File: src/rtl/xfm_pkg.sv
package xfm_pkg;
  // Bit growth of the butterfly terms over the input word.
  localparam int XF_TERM_GROWTH = 1;
  // Bit growth of the outputs over the input word (worst-case gain 6 < 2^3).
  localparam int XF_OUT_GROWTH  = 3;
  // Register stages between input and output.
  localparam int XF_LATENCY     = 2;

  // Indices of the four butterfly terms, as carried in a term vector.
  typedef enum logic [1:0] {
    TERM_SUM_OUTER  = 2'd0,  // x0 + x3
    TERM_SUM_INNER  = 2'd1,  // x1 + x2
    TERM_DIFF_INNER = 2'd2,  // x1 - x2
    TERM_DIFF_OUTER = 2'd3   // x0 - x3
  } term_idx_e;
endpackage

File: src/rtl/xfm_valid_pipe.sv
module xfm_valid_pipe #(
  parameter int DEPTH = 2
) (
  input  logic             clk,
  input  logic             rst_n,
  input  logic             vld_in,
  output logic [DEPTH-1:0] vld_tap
);
  logic [DEPTH-1:0] vld_q;

  generate
    for (genvar s = 0; s < DEPTH; s++) begin : g_stage
      if (s == 0) begin : g_first
        always_ff @(posedge clk or negedge rst_n) begin
          if (!rst_n) vld_q[s] <= 1'b0;
          else        vld_q[s] <= vld_in;
        end
      end else begin : g_next
        always_ff @(posedge clk or negedge rst_n) begin
          if (!rst_n) vld_q[s] <= 1'b0;
          else        vld_q[s] <= vld_q[s-1];
        end
      end
    end
  endgenerate

  assign vld_tap = vld_q;
endmodule

File: src/rtl/xfm_butterfly_stage.sv
module xfm_butterfly_stage #(
  parameter int IN_W = 12,
  parameter int TW   = IN_W + 1
) (
  input  logic                   clk,
  input  logic                   rst_n,
  input  logic                   load,
  input  logic signed [IN_W-1:0] a0,
  input  logic signed [IN_W-1:0] a1,
  input  logic signed [IN_W-1:0] a2,
  input  logic signed [IN_W-1:0] a3,
  output logic signed [TW-1:0]   sum_outer,
  output logic signed [TW-1:0]   sum_inner,
  output logic signed [TW-1:0]   diff_inner,
  output logic signed [TW-1:0]   diff_outer
);
  localparam int EXT = TW - IN_W;

  function automatic logic signed [TW-1:0] widen(input logic signed [IN_W-1:0] v);
    return $signed({{EXT{v[IN_W-1]}}, v});
  endfunction

  function automatic logic signed [TW-1:0] bf_add(input logic signed [IN_W-1:0] p,
                                                  input logic signed [IN_W-1:0] q);
    return widen(p) + widen(q);
  endfunction

  function automatic logic signed [TW-1:0] bf_sub(input logic signed [IN_W-1:0] p,
                                                  input logic signed [IN_W-1:0] q);
    return widen(p) - widen(q);
  endfunction

  logic signed [TW-1:0] so_d, si_d, di_d, do_d;

  always_comb begin
    so_d = bf_add(a0, a3);
    si_d = bf_add(a1, a2);
    di_d = bf_sub(a1, a2);
    do_d = bf_sub(a0, a3);
  end

  always_ff @(posedge clk or negedge rst_n) begin
    if (!rst_n) begin
      sum_outer  <= '0;
      sum_inner  <= '0;
      diff_inner <= '0;
      diff_outer <= '0;
    end else if (load) begin
      sum_outer  <= so_d;
      sum_inner  <= si_d;
      diff_inner <= di_d;
      diff_outer <= do_d;
    end
  end
endmodule

File: src/rtl/xfm_combine_stage.sv
module xfm_combine_stage #(
  parameter int TW = 13,
  parameter int OW = TW + 2
) (
  input  logic                 clk,
  input  logic                 rst_n,
  input  logic                 load,
  input  logic signed [TW-1:0] sum_outer,
  input  logic signed [TW-1:0] sum_inner,
  input  logic signed [TW-1:0] diff_inner,
  input  logic signed [TW-1:0] diff_outer,
  output logic signed [OW-1:0] r0,
  output logic signed [OW-1:0] r1,
  output logic signed [OW-1:0] r2,
  output logic signed [OW-1:0] r3
);
  localparam int EXT = OW - TW;

  function automatic logic signed [OW-1:0] widen(input logic signed [TW-1:0] v);
    return $signed({{EXT{v[TW-1]}}, v});
  endfunction

  // Doubling as a one-bit arithmetic left shift of the widened term.
  function automatic logic signed [OW-1:0] dbl(input logic signed [TW-1:0] v);
    return widen(v) <<< 1;
  endfunction

  logic signed [OW-1:0] r0_d, r1_d, r2_d, r3_d;

  always_comb begin
    r0_d = widen(sum_outer)  + widen(sum_inner);
    r2_d = widen(sum_outer)  - widen(sum_inner);
    r1_d = widen(diff_inner) + dbl(diff_outer);
    r3_d = widen(diff_outer) - dbl(diff_inner);
  end

  always_ff @(posedge clk or negedge rst_n) begin
    if (!rst_n) begin
      r0 <= '0;
      r1 <= '0;
      r2 <= '0;
      r3 <= '0;
    end else if (load) begin
      r0 <= r0_d;
      r1 <= r1_d;
      r2 <= r2_d;
      r3 <= r3_d;
    end
  end
endmodule

File: src/rtl/shared_term_xform4.sv
module shared_term_xform4
  import xfm_pkg::*;
#(
  parameter int IN_W  = 12,
  parameter int OUT_W = IN_W + XF_OUT_GROWTH
) (
  input  logic                    clk,
  input  logic                    rst_n,
  input  logic                    in_valid,
  input  logic signed [IN_W-1:0]  x0,
  input  logic signed [IN_W-1:0]  x1,
  input  logic signed [IN_W-1:0]  x2,
  input  logic signed [IN_W-1:0]  x3,
  output logic                    out_valid,
  output logic signed [OUT_W-1:0] y0,
  output logic signed [OUT_W-1:0] y1,
  output logic signed [OUT_W-1:0] y2,
  output logic signed [OUT_W-1:0] y3
);
  localparam int TERM_W = IN_W + XF_TERM_GROWTH;
  localparam int LAT    = XF_LATENCY;

  // Named internal events for the checker.
  logic [LAT-1:0]            vld_tap;
  logic                      term_valid;
  logic signed [TERM_W-1:0]  t_sum_outer, t_sum_inner, t_diff_inner, t_diff_outer;

  xfm_valid_pipe #(.DEPTH(LAT)) u_vld (
    .clk     (clk),
    .rst_n   (rst_n),
    .vld_in  (in_valid),
    .vld_tap (vld_tap)
  );

  assign term_valid = vld_tap[0];
  assign out_valid  = vld_tap[LAT-1];

  xfm_butterfly_stage #(.IN_W(IN_W), .TW(TERM_W)) u_bfly (
    .clk        (clk),
    .rst_n      (rst_n),
    .load       (in_valid),
    .a0         (x0),
    .a1         (x1),
    .a2         (x2),
    .a3         (x3),
    .sum_outer  (t_sum_outer),
    .sum_inner  (t_sum_inner),
    .diff_inner (t_diff_inner),
    .diff_outer (t_diff_outer)
  );

  xfm_combine_stage #(.TW(TERM_W), .OW(OUT_W)) u_comb (
    .clk        (clk),
    .rst_n      (rst_n),
    .load       (term_valid),
    .sum_outer  (t_sum_outer),
    .sum_inner  (t_sum_inner),
    .diff_inner (t_diff_inner),
    .diff_outer (t_diff_outer),
    .r0         (y0),
    .r1         (y1),
    .r2         (y2),
    .r3         (y3)
  );
endmodule

File: config.mk
export PLATFORM = sky130hd
export DESIGN_NAME = shared_term_xform4
export DESIGN_NICKNAME = d
export VERILOG_FILES = /design/src/rtl/xfm_pkg.sv /design/src/rtl/xfm_valid_pipe.sv /design/src/rtl/xfm_butterfly_stage.sv /design/src/rtl/xfm_combine_stage.sv /design/src/rtl/shared_term_xform4.sv
export SDC_FILE = /design/constraint.sdc
export NUM_CORES = 1
export LEC_CHECK = 0
export CAP_MARGIN = 20
export CORE_MARGIN = 5
export CORE_UTILIZATION = 40
export CTS_CLUSTER_DIAMETER = 60
export CTS_CLUSTER_SIZE = 30
export DETAILED_ROUTE_END_ITERATION = 10
export PLACE_DENSITY_LB_ADDON = 0.05
export SETUP_SLACK_MARGIN = 0.1
export SLEW_MARGIN = 20
export SYNTH_ARGS = -nofsm -noshare
export SYNTH_HDL_FRONTEND = slang
export SYNTH_HIERARCHICAL = 1
export SYNTH_SLANG_ARGS = --single-unit
export TNS_END_PERCENT = 5
File: constraint.sdc
create_clock -name clk -period 2.3 [get_ports clk]
set_input_delay 0.345 -clock clk [delete_from_list [all_inputs] [get_ports clk]]
set_output_delay 0.345 -clock clk [all_outputs]
set_load 0.01 [all_outputs]
After elaboration in Yosys (flattened, before gate mapping)
Index checks and enable logic that the tools add are counted.
{ "classes": {"n_addsub": 8} }
{ "ops": {"columns": ["op", "count"], "rows": [
  ["adder 12 x 12 -> 13 bit", 2],
  ["subtractor 12 x 12 -> 13 bit", 2],
  ["adder 13 x 14 -> 15 bit", 1],
  ["subtractor 13 x 14 -> 15 bit", 1],
  ["adder 13 x 13 -> 14 bit", 1],
  ["subtractor 13 x 13 -> 14 bit", 1]
]} }
{ "totals": {"elab_cells": 18, "inputBits": 51, "reg_bits": 114, "out_inout_bits": 61} }

Logic depth before layout (Yosys ltp)
Gate-level depths: netlist of run 1.
{ "depth": {"depth_word": 1, "depth_mapped": 10, "ltp_nobuf": 9} }

Cells and area by module
The synthesis of run 1 kept the hierarchy.
{ "by_module_without_submodules": {"columns": ["mod", "instances", "cells_each", "area_each_um2", "seq_area_each_um2"], "rows": [
  ["xfm_combine_stage", 1, 535, 4752.1, 1426.4],
  ["xfm_butterfly_stage", 1, 452, 4040.1, 1251.2],
  ["xfm_valid_pipe", 1, 2, 50.0, 50.0]
]} }

Least setup slack after synthesis of run 1
No wires, ideal clock.
{ "synth_path": {"kind": "register to register", "start": "register u_bfly/diff_outer[0] (netlist name)", "end": "register u_comb.r0[10]", "arrival_ns": 2.188, "path_slack_ns": 0.044, "stages_incl_launch_ff": 9, "synth_period_minus_slack_ns": 2.256, "n_path_buf": 1, "required_ns": 2.231, "setup_ns": 0.069, "cell_sequence": "dfrtp_1 > buf_4 > ha_1 > fa_1 > nor2b_1 > o311ai_2 > a2111oi_0 > or4_1 > nand3_1"} }
{ "synth_lines": {"columns": ["item", "line_no", "text"], "rows": [
  ["to (signal assigned)", "xfm_combine_stage.sv:44", "r0 <= r0_d;"],
  ["to (decl)", "xfm_combine_stage.sv:12", "output logic signed [OW-1:0] r0,"]
]} }

==> metrics.txt, run 1 <==
leakage=5.260 nW; status=finished clean; H-tree depth=3; hold_ws=0.04581 ns; HP Class=in2async; # IOs=around 110; gpl congestion=0.8674; CP Max Fanout=4; drt pass-1 iters=4; Setup crit end kind=register; drt wl/cell=16.96 um; FMAX=0.4489 GHz; Starting Density=40.52%; 1st-iter DRT viols=404; final setup vio count=0; DR vias/cell=5.304; Max Cap Viol=0; Synth Warn #=6; CTS clk-pin slew, worst paths=0.08 ns; Net Count, Synth=1148; Area after DPL=10970 sq um; Worst slew margin=55.55%; pwr dens=940.0 nW/um^2; pre-CTS setup slack=-0.4819 ns; CTS tree=built; worst skew pair latency=between 0.3 and 0.4 ns; Die W=158.7 um; PnR worst setup slack=0.07240 ns; die height=158.7 um; global-route wire length before repair=39690 um; Final #Nets=1337; core area=~22000 sq um; main area contributors after synthesis=dfrtp_1 (31%), ha_1 (14%), mux2_2 (4.1%); antenna violations before repair=0; top cells by count, synth=dfrtp_1 (109), ha_1 (100), inv_1 (80); FP Rows=54; Synth Flop Type=dfrtp_1; Final Cycle Share=a little over nine tenths; CTS Hold Buffers Added=0; Post-synth EDFFs=0; clk buf depth=2; crit path launch type=register; Mapped Area=8842 sq um; Post-DP HPWL=around 20000 um; GRT Total Usage=19.79%; Antenna Cells=0; Cell variety after synth=81; vias in the first global route=7455; I/O Buffers=111; Final Power=about 11 mW; antenna-violating nets left=0; #FFs+latches synth=109; CTS sink count=109; Pins Over Slew Limit=0; DRC Markers=0; Synth top area share=30.85%; Hold Fails Final Rpt=0; Root Buffer=clkbuf_16; minimum clock period=2.228 ns; fraction of layout cells with a size suffix above 1=21.39%; CP Class=reg2reg; post-synthesis sequential area ratio=30.85%; syn_area_per_cell=8.941 sq um; cell count after synthesis=roughly 1000; cell accounting for the most synthesized area=dfrtp_1; asr flop ratio synth=100.0%; VDD IR-drop max=0.4530 mV; Fill cells=between 2k and 2.5k; Worst Skew=about 0.0082 ns; most common cell in the netlist=dfrtp_1; worst slew pin tran=0.6660 ns; RSZ-0062 raised after global routing=true; Final Util=53.35%; P&R area growth vs syn=31.68%; crit path DAT=2.53 ns; Crit path required time=approximately 2.6 ns; die area=25180 sq um; largest net degree at the start of global routing=between 100 and 150; WL final=around 25000 um; CTS buffer count=9; Finished Cell Area=11640 sq um; via count=approximately 7.8k; total gr overflow=0
logic make-up (layout without fill, tap and decap cells):
kind of cell    count (synthesis)  count (layout)  synth area share [%]
compound gates                272             272                 21.40
flops                         109             109                 30.85
simple gates                  274             274                 15.65
buf+inv                       141             335                 6.594
fa+ha+maj                     108             108                 15.96
xor+xnor                       44              44                 4.358
mux                            41              41                 5.193
per-stage QoR:
| stage | cells | TNS (ns) |
|---|---|---|
| 2_1_floorplan | 989 | 0 |
| 3_3_place_gp | 1442 | -7.843 |
| 3_5_place_dp | 1442 | -8.287 |
| 4_1_cts | 1460 | 0 |
| 5_1_grt | 1463 | -0.08277 |
| 6_report | 1463 | 0 |
power by group:
part	switching, mW	internal (mW)
sequential	0.506	2.56
combinational	3.01	3.11
clock	0.765	0.995
total	4.28	6.67
routing by layer:
metal | up-vias | track usage [%] | part of all wire, %
met1 | 3677 | 30.23 | 51
met4 | 0 | 4.955 | 1.2
met5 | - | 0 | 0
li1 | 3919 | - | -
met3 | 16 | 1.495 | 3.4
met2 | 148 | 30.29 | 44
state kept, by name, summed over array words and instances, names as in the netlist:
name               count
u_bfly/diff_inner     13
u_bfly/diff_outer     13
u_bfly/sum_inner      12
u_bfly/sum_outer      12
u_comb/r0             13
u_comb/r1             15
u_comb/r2             14
u_comb/r3             15
u_vld/vld_tap          2
cell usage in the layout, fill, tap and decap left out, types with 6 or more instances in the layout:
cell type / count
nand2b_1: 12
ha_2: 8
o21ai_1: 10
nand2_1: 64
mux2_2: 32
fa_2: 6
inv_1: 76
nand3_1: 23
dlymetal6s2s_1: 6
inv_2: 11
a211o_1: 7
xor2_1: 8
nand4_1: 8
xnor2_1: 36
o21a_1: 22
a211oi_1: 11
a21oi_2: 7
o211ai_1: 13
nand3b_1: 8
nor3_1: 23
or3_1: 14
mux2_1: 7
a21oi_1: 59
buf_4: 117
ha_4: 7
nor2b_1: 15
o21bai_1: 7
clkbuf_16: 9
clkdlybuf4s50_1: 101
ha_1: 85
dfrtp_1: 107
and3_1: 9
o31ai_1: 12
o21ai_0: 36
a21o_1: 17
a31oi_1: 12
nor2_1: 66
area by class of cell:
class	count	area [sq um]	share of cell area, %
clock buffer	10	239.0	2.052
clock inverter	6	92.59	0.7952
inverter	88	330.3	2.837
multi-input combinational	739	5843	50.18
sequential	109	2730	23.45
tap	280	350.3	3.009
timing repair buffer	231	2058	17.68
critical path, stage by stage, from the launching register on:
cell and delay, ns:
dfrtp_1 0.44, ha_2 0.22, fa_2 0.34, nor2b_4 0.15, o311ai_4 0.27, buf_4 0.17, a2111oi_2 0.06, buf_4 0.15
or3_1 0.30, nand3_1 0.08
path summary, 6_finish.rpt:
| check | from | to | slack [ns] | cells after the start |
|---|---|---|---|---|
| setup / recovery | u_bfly/diff_inner[0] | u_comb/r0[12] | 0.07 | 9 |
| hold / removal | rst_n | u_comb/r0[7] | 0.05 | 2 |
| setup reg to reg | u_bfly/diff_inner[0] | u_comb/r0[12] | 0.07 | 9 |
| hold reg to reg | u_comb/r3[10] | u_comb/r3[10] | 0.48 | 2 |
| max in group asynchronous | rst_n | u_vld/vld_tap[0] | 1.77 | 2 |
| min in group clk | in_valid | u_vld/vld_tap[0] | 0.39 | 2 |
repair_timing:
| item | 4_1_cts | 5_1_grt |
|---|---|---|
| resized for setup | 26 | 44 |
| pin swaps | 12 | 31 |
| setup endpoints to repair | 23 | 52 |
| hold endpoints to repair | 0 | 0 |
| buffers inserted | 2 | 3 |
Note: power is estimated with default switching activity, not from simulation.
==> inputs of run 2 (changes only) <==
- GPL_TIMING_DRIVEN: unset -> 0
==> run 2 against run 1 <==
  * The run now ends with negative setup slack left
  * Clock power fell by 15%
  * Utilization fell by 2.2 points
  * Sequential share of layout area rose by 1.0 points
  * Clock skew barely moved
  * Power fell by 4.8%
  * Wire length rose by 2.7%
  * Die area did not move
  * Non-clock buffer count fell by 46
  * Combinational power fell by 4.4%
  * Critical path type unchanged
  * Critical endpoint is now u_comb/r0[10]
  * Largest power group unchanged
==> metrics.txt, run 2 (synthesized netlist as in run 1, its figures left out) <==
status=finished, violations left; Final Util=51.15%; DRC Markers=0; WL final=25490 um; Root Buffer=clkbuf_16; crit path launch type=register; Worst Skew=about 0.0083 ns; CTS buffer count=9; P&R area growth vs syn=26.25%; global-route wire length before repair=40300 um; worst slew pin tran=just under 0.8 ns; Crit path required time=2.59 ns; DR vias/cell=5.410; 1st-iter DRT viols=between 400 and 500; core area=about 22000 sq um; fraction of layout cells with a size suffix above 1=approximately 16%; Post-DP HPWL=slightly above 20000 um; vias in the first global route=7362; Setup crit end kind=register; PnR worst setup slack=-0.007683 ns; CTS clk-pin slew, worst paths=0.07 ns; antenna violations before repair=0; Starting Density=about two fifths; I/O Buffers=111; FMAX=0.4333 GHz; antenna-violating nets left=0; worst skew pair latency=0.35 ns; total gr overflow=0; Antenna Cells=0; # IOs=112; final setup vio count=3; GRT Total Usage=20.39%; drt pass-1 iters=5; drt wl/cell=18.00 um; clk buf depth=2; Final Cycle Share=100.3%; crit path DAT=2.59 ns; CP Class=reg2reg; minimum clock period=about 2.3 ns; commonest non-fill, non-tap cell in the layout=dfrtp_1; gpl congestion=approximately 0.87; largest net degree at the start of global routing=74; CP Max Fanout=4; pwr dens=between 900 and 1000 nW/um^2; leakage=around 5.0 nW; CTS sink count=between 100 and 150; top flop regs=u_comb/r1 x15, u_comb/r3 x15, u_comb/r2 x14; Worst slew margin=between 40% and 50%; RSZ-0062 raised after global routing=true; via count=7661; Final #Nets=1291; Die W=around 160 um; VDD IR-drop max=0.4095 mV; FP Rows=54; CTS tree=built; commonest cells after routing, fill and taps aside=dfrtp_1 (105), clkdlybuf4s50_1 (91), ha_1 (88); die height=158.7 um; Pins Over Slew Limit=0; Max Cap Viol=0; Hold Fails Final Rpt=0; failing checks=negative setup slack; Finished Cell Area=11160 sq um; H-tree depth=3; HP Class=reg2reg; Area after DPL=10350 sq um; die area=25180 sq um
run 2: cell count changes in the layout (fill, tap and decap cells not counted), sizes merged:
cell and delta:
buf -76, clkbuf +31, clkdlybuf4s50 -10, dlygate4sd2 +4, dlymetal6s2s +4, bufinv -2, clkdlybuf4s15 +1, dlygate4sd3 +1
run 2: report_power, final:
| group | internal (mW) | switching, mW |
|---|---|---|
| sequential | 2.56 | 0.509 |
| combinational | 2.87 | 2.98 |
| clock | 0.767 | 0.732 |
run 2: critical path, stage by stage, from the launching register on:
cell	delay (ns)
dfrtp_2	0.42
buf_4	0.15
ha_4	0.15
fa_2	0.34
nor2b_4	0.15
o311ai_4	0.35
a2111oi_4	0.14
or4_1	0.42
nand3_1	0.10
run 2: layer usage:
metal	part of all wire (%)	track usage [%]	vias up
met5	0	0	-
met1	49	29.80	3653
met3	4.1	1.794	21
li1	-	-	3826
met4	1.6	5.118	0
met2	46	32.62	161
run 2: layout make-up:
| cell class | instances | area [sq um] |
|---|---|---|
| fillers | 2145 | 10660 |
| multi-input cells | 739 | 5859 |
| flip-flops and latches | 109 | 2733 |
| repair buffers | 134 | 1315 |
| well taps | 280 | 350.3 |
| inverters | 88 | 331.6 |
| plain buffers | 51 | 301.5 |
| clock buffers | 11 | 242.7 |
| clock inverters | 4 | 30.03 |
run 2: metrics by stage:
step / setup WS, ns / TNS (ns) / hold WS (ns) / power [mW] / instances
after floorplan: 0.1023 / 0 / 0.04941 / 6.488 / 989
after global placement: -3.519 / -396.42 / 0.4253 / 8.600 / 1380
after detailed placement: -0.6432 / -13.77 / 0.2784 / 8.652 / 1381
after CTS: -0.03554 / -0.04241 / 0.4409 / 10.33 / 1404
after global routing: -0.1058 / -0.7436 / 0.4670 / 11.22 / 1416
final: -0.007683 / -0.01272 / 0.4251 / 10.42 / 1416
run 2: path summary, 6_finish.rpt:
check,from,endpoint,slack [ns],cells after the start
max,u_bfly/diff_outer[0],u_comb/r0[10],-0.008,8
min,u_vld/vld_tap[0],u_vld/vld_tap[1],0.43,0
max reg2reg,u_bfly/diff_outer[0],u_comb/r0[10],-0.008,8
min reg2reg,u_vld/vld_tap[0],u_vld/vld_tap[1],0.43,0
max in group asynchronous,rst_n,u_bfly/sum_inner[7],1.11,3
min in group asynchronous,rst_n,u_comb/r2[7],0.46,2
run 2: timing repair:
item                                    in CTS  in global routing
endpoints found under the setup margin      59                 71
setup buffers                                8                 13
pin swaps                                   25                 20
hold buffers                                 1                  0
endpoints found under the hold margin       36                  0
gates resized for setup                     59                 69
==> inputs of run 3 (changes only) <==
- ABC_AREA: unset -> 1
- DONT_BUFFER_PORTS: unset -> 1
- SKIP_LAST_GASP: unset -> 1
==> run 3 against run 2 <==
  * The flow finishes with violations (negative hold slack)
  * Power shrank 17%
  * Clock-buffer cell count is the same
  * Non-clock buffer count shrank 131
  * First-iteration DRC count grew 29%
  * Critical endpoint unchanged
  * Combinational power shrank 35%
  * Sequential power grew 2%
  * Wire length grew 14%
  * Via count grew 19%
==> metrics.txt, run 3 <==
status=finished, violations left; failing checks=negative hold slack; largest net degree at the start of global routing=110; Synth Area in Adders=14.22%; worst skew pair latency=0.36 ns; Cell variety after synth=39; commonest cells after routing, fill and taps aside=nand2_1 (546), inv_1 (222), nand3_1 (126); Setup crit start=u_bfly/diff_inner[0]; crit path DAT=about 2.3 ns; asr flop ratio synth=100.0%; Die W=167.5 um; P&R area growth vs syn=7.410%; WL final=between 20000 and 30000 um; FMAX=0.4796 GHz; CP Class=reg2reg; Post-Route Setup TNS=0 ns; DRC Markers=0; reg2reg start=u_bfly/diff_inner[0]; total gr overflow=0; Mapped Area=9928 sq um; post-synthesis mux area share=0%; GRT Total Usage=around 21%; Synth Warn #=6; clk buf depth=2; Root Buffer=clkbuf_16; antenna violations before repair=0; Max Cap Viol=0; Antenna Cells=0; DR vias/cell=4.863; Net Count, Synth=1694; Starting Density=40.70%; gpl congestion=0.9039; Crit path required time=2.55 ns; via count=between 9k and 10k; CP Max Fanout=4; Worst slew margin=57.75%; cell accounting for the most synthesized area=dfrtp_1; final setup vio count=0; cell count after synthesis=1535; die area=around 28000 sq um; HP Class=in2async; RSZ-0062 raised after global routing=true; commonest non-fill, non-tap cell in the layout=nand2_1; H-tree depth=3; 1st-iter DRT viols=639; worst r2r path cells=11; drt wl/cell=15.48 um; post-synthesis simple-gate area fraction=a little over a third; worst r2r dst=u_comb/r0[10]; CTS buffer count=9; VDD IR-drop max=0.3682 mV; #FFs+latches synth=approximately 110; hold_ws=-0.3254 ns; FP Rows=between 50 and 60; Post-DP HPWL=24060 um; Final #Nets=approximately 1.7k; minimum clock period=2.085 ns; die height=167.5 um; Final Cycle Share=90.66%; syn_area_per_cell=~6.5 sq um; main area contributors after synthesis=dfrtp_1 (27%), nand2_1 (21%), ha_1 (13%); Post-synth EDFFs=0; CTS tree=built; Hold Fails Final Rpt=roughly 110; Pins Over Slew Limit=0; crit path launch type=register; FF-to-FF setup slack=0.21 ns; I/O Buffers=0; Synth top area share=around 27%; top flop regs=u_comb/r1 x15, u_comb/r3 x15, u_comb/r2 x14; vias in the first global route=8969; antenna-violating nets left=0; core area=24390 sq um; Synth Flop Type=dfrtp_1; CTS sink count=109; fraction of layout cells with a size suffix above 1=6.645%; # IOs=112; global-route wire length before repair=47240 um; leakage=5.955 nW; largest family of logic cells by synthesized area=simple AND/OR/NAND/NOR gates; worst slew pin tran=0.6338 ns; Setup Buffers After CTS=0; Synth Area in Compound Gates=around 9%; Post-Synth XOR/XNOR Area=1.411%; drt pass-1 iters=5; CTS clk-pin slew, worst paths=roughly 0.08 ns; post-synthesis sequential area ratio=27.47%; top cells by count, synth=nand2_1 (547), inv_1 (222), nand3_1 (126); Worst Skew=0.01532 ns; most common cell in the netlist=nand2_1; Setup crit end kind=register; pwr dens=811.1 nW/um^2; end point of the critical path=u_comb/r0[10]
## run 3: cell types whose count changed after synthesis, sizes merged, moves of 25 or more
cell / previous run / this run
inv: 87 / 233
o21ai: 48 / 73
nand3: 24 / 127
xnor2: 36 / 2
mux2: 39 / 0
nor2: 66 / 128
nand2: 64 / 554
## run 3: timing repair
action / in CTS / in global routing
resized for setup: 2 / 3
endpoints found under the setup margin: 1 / 2
hold endpoints to repair: 109 / 109
pin swaps: 0 / 0
## run 3: layout make-up
cell class	count	area, sq um
fill	2697	13730
multi-input combinational	1137	5993
sequential	109	2730
inverter	235	882.1
tap	324	405.4
buffer	54	337.8
clock buffer	11	242.7
clock inverter	4	72.57
## run 3: metrics by stage
step | worst slack, ns | power [mW] | area (sq um) | cells | utilization [%]
4_1_cts | 0.1135 | 8.697 | 10650 | 1874 | 43.67
5_1_grt | 0.09034 | 9.441 | 10660 | 1874 | 43.72
3_5_place_dp | 0.09554 | 6.965 | 10330 | 1859 | 42.37
6_report | 0.2148 | 8.650 | 10660 | 1874 | 43.72
3_3_place_gp | 0.1247 | 6.919 | 10330 | 1859 | 42.37
2_1_floorplan | 0.5021 | 5.906 | 9928 | 1535 | -
## run 3: per-layer routing
metal / vias to the layer above / wire, um / track usage (%)
met3: 25 / 1355 / 2.900
met1: 4072 / 14670 / 30.24
met5: - / 0 / 0
met2: 194 / 12570 / 32.54
li1: 4823 / - / -
met4: 0 / 416 / 4.940
## run 3: critical path, stage by stage, from the launching register on
cell and delay [ns]:
dfrtp_2 0.46, buf_4 0.17, ha_1 0.22, fa_2 0.37
nand2_2 0.12, nand3_1 0.09, nand3_1 0.11, nand2_1 0.10
nand2_1 0.10, nand3_1 0.08, nand3_1 0.11, nand2_1 0.05
## run 3: power breakdown
group	internal [mW]	total, mW	switching (mW)
clock	0.978	1.71	0.728
combinational	1.36	3.82	2.45
sequential	2.45	3.13	0.679
total	4.79	8.65	3.86
## run 3: kinds of logic after synthesis
family / count (synthesis)
compound gates: 158
flops: 109
buf+inv: 289
fa+ha+maj: 108
simple gates: 855
xor+xnor: 16
## run 3: worst min-delay path by stage
stage	end	slack (ns)	startpoint	cells after the start
after detailed placement	u_comb/r3[2]	0.05	rst_n	0
final	u_comb/r3[2]	-0.33	rst_n	0
after floorplan	u_bfly/diff_inner[0]	0.05	rst_n	0
after CTS	u_comb/r1[1]	-0.34	rst_n	0
after global placement	u_comb/r3[2]	0.05	rst_n	0
after global routing	u_comb/r3[2]	-0.35	rst_n	0
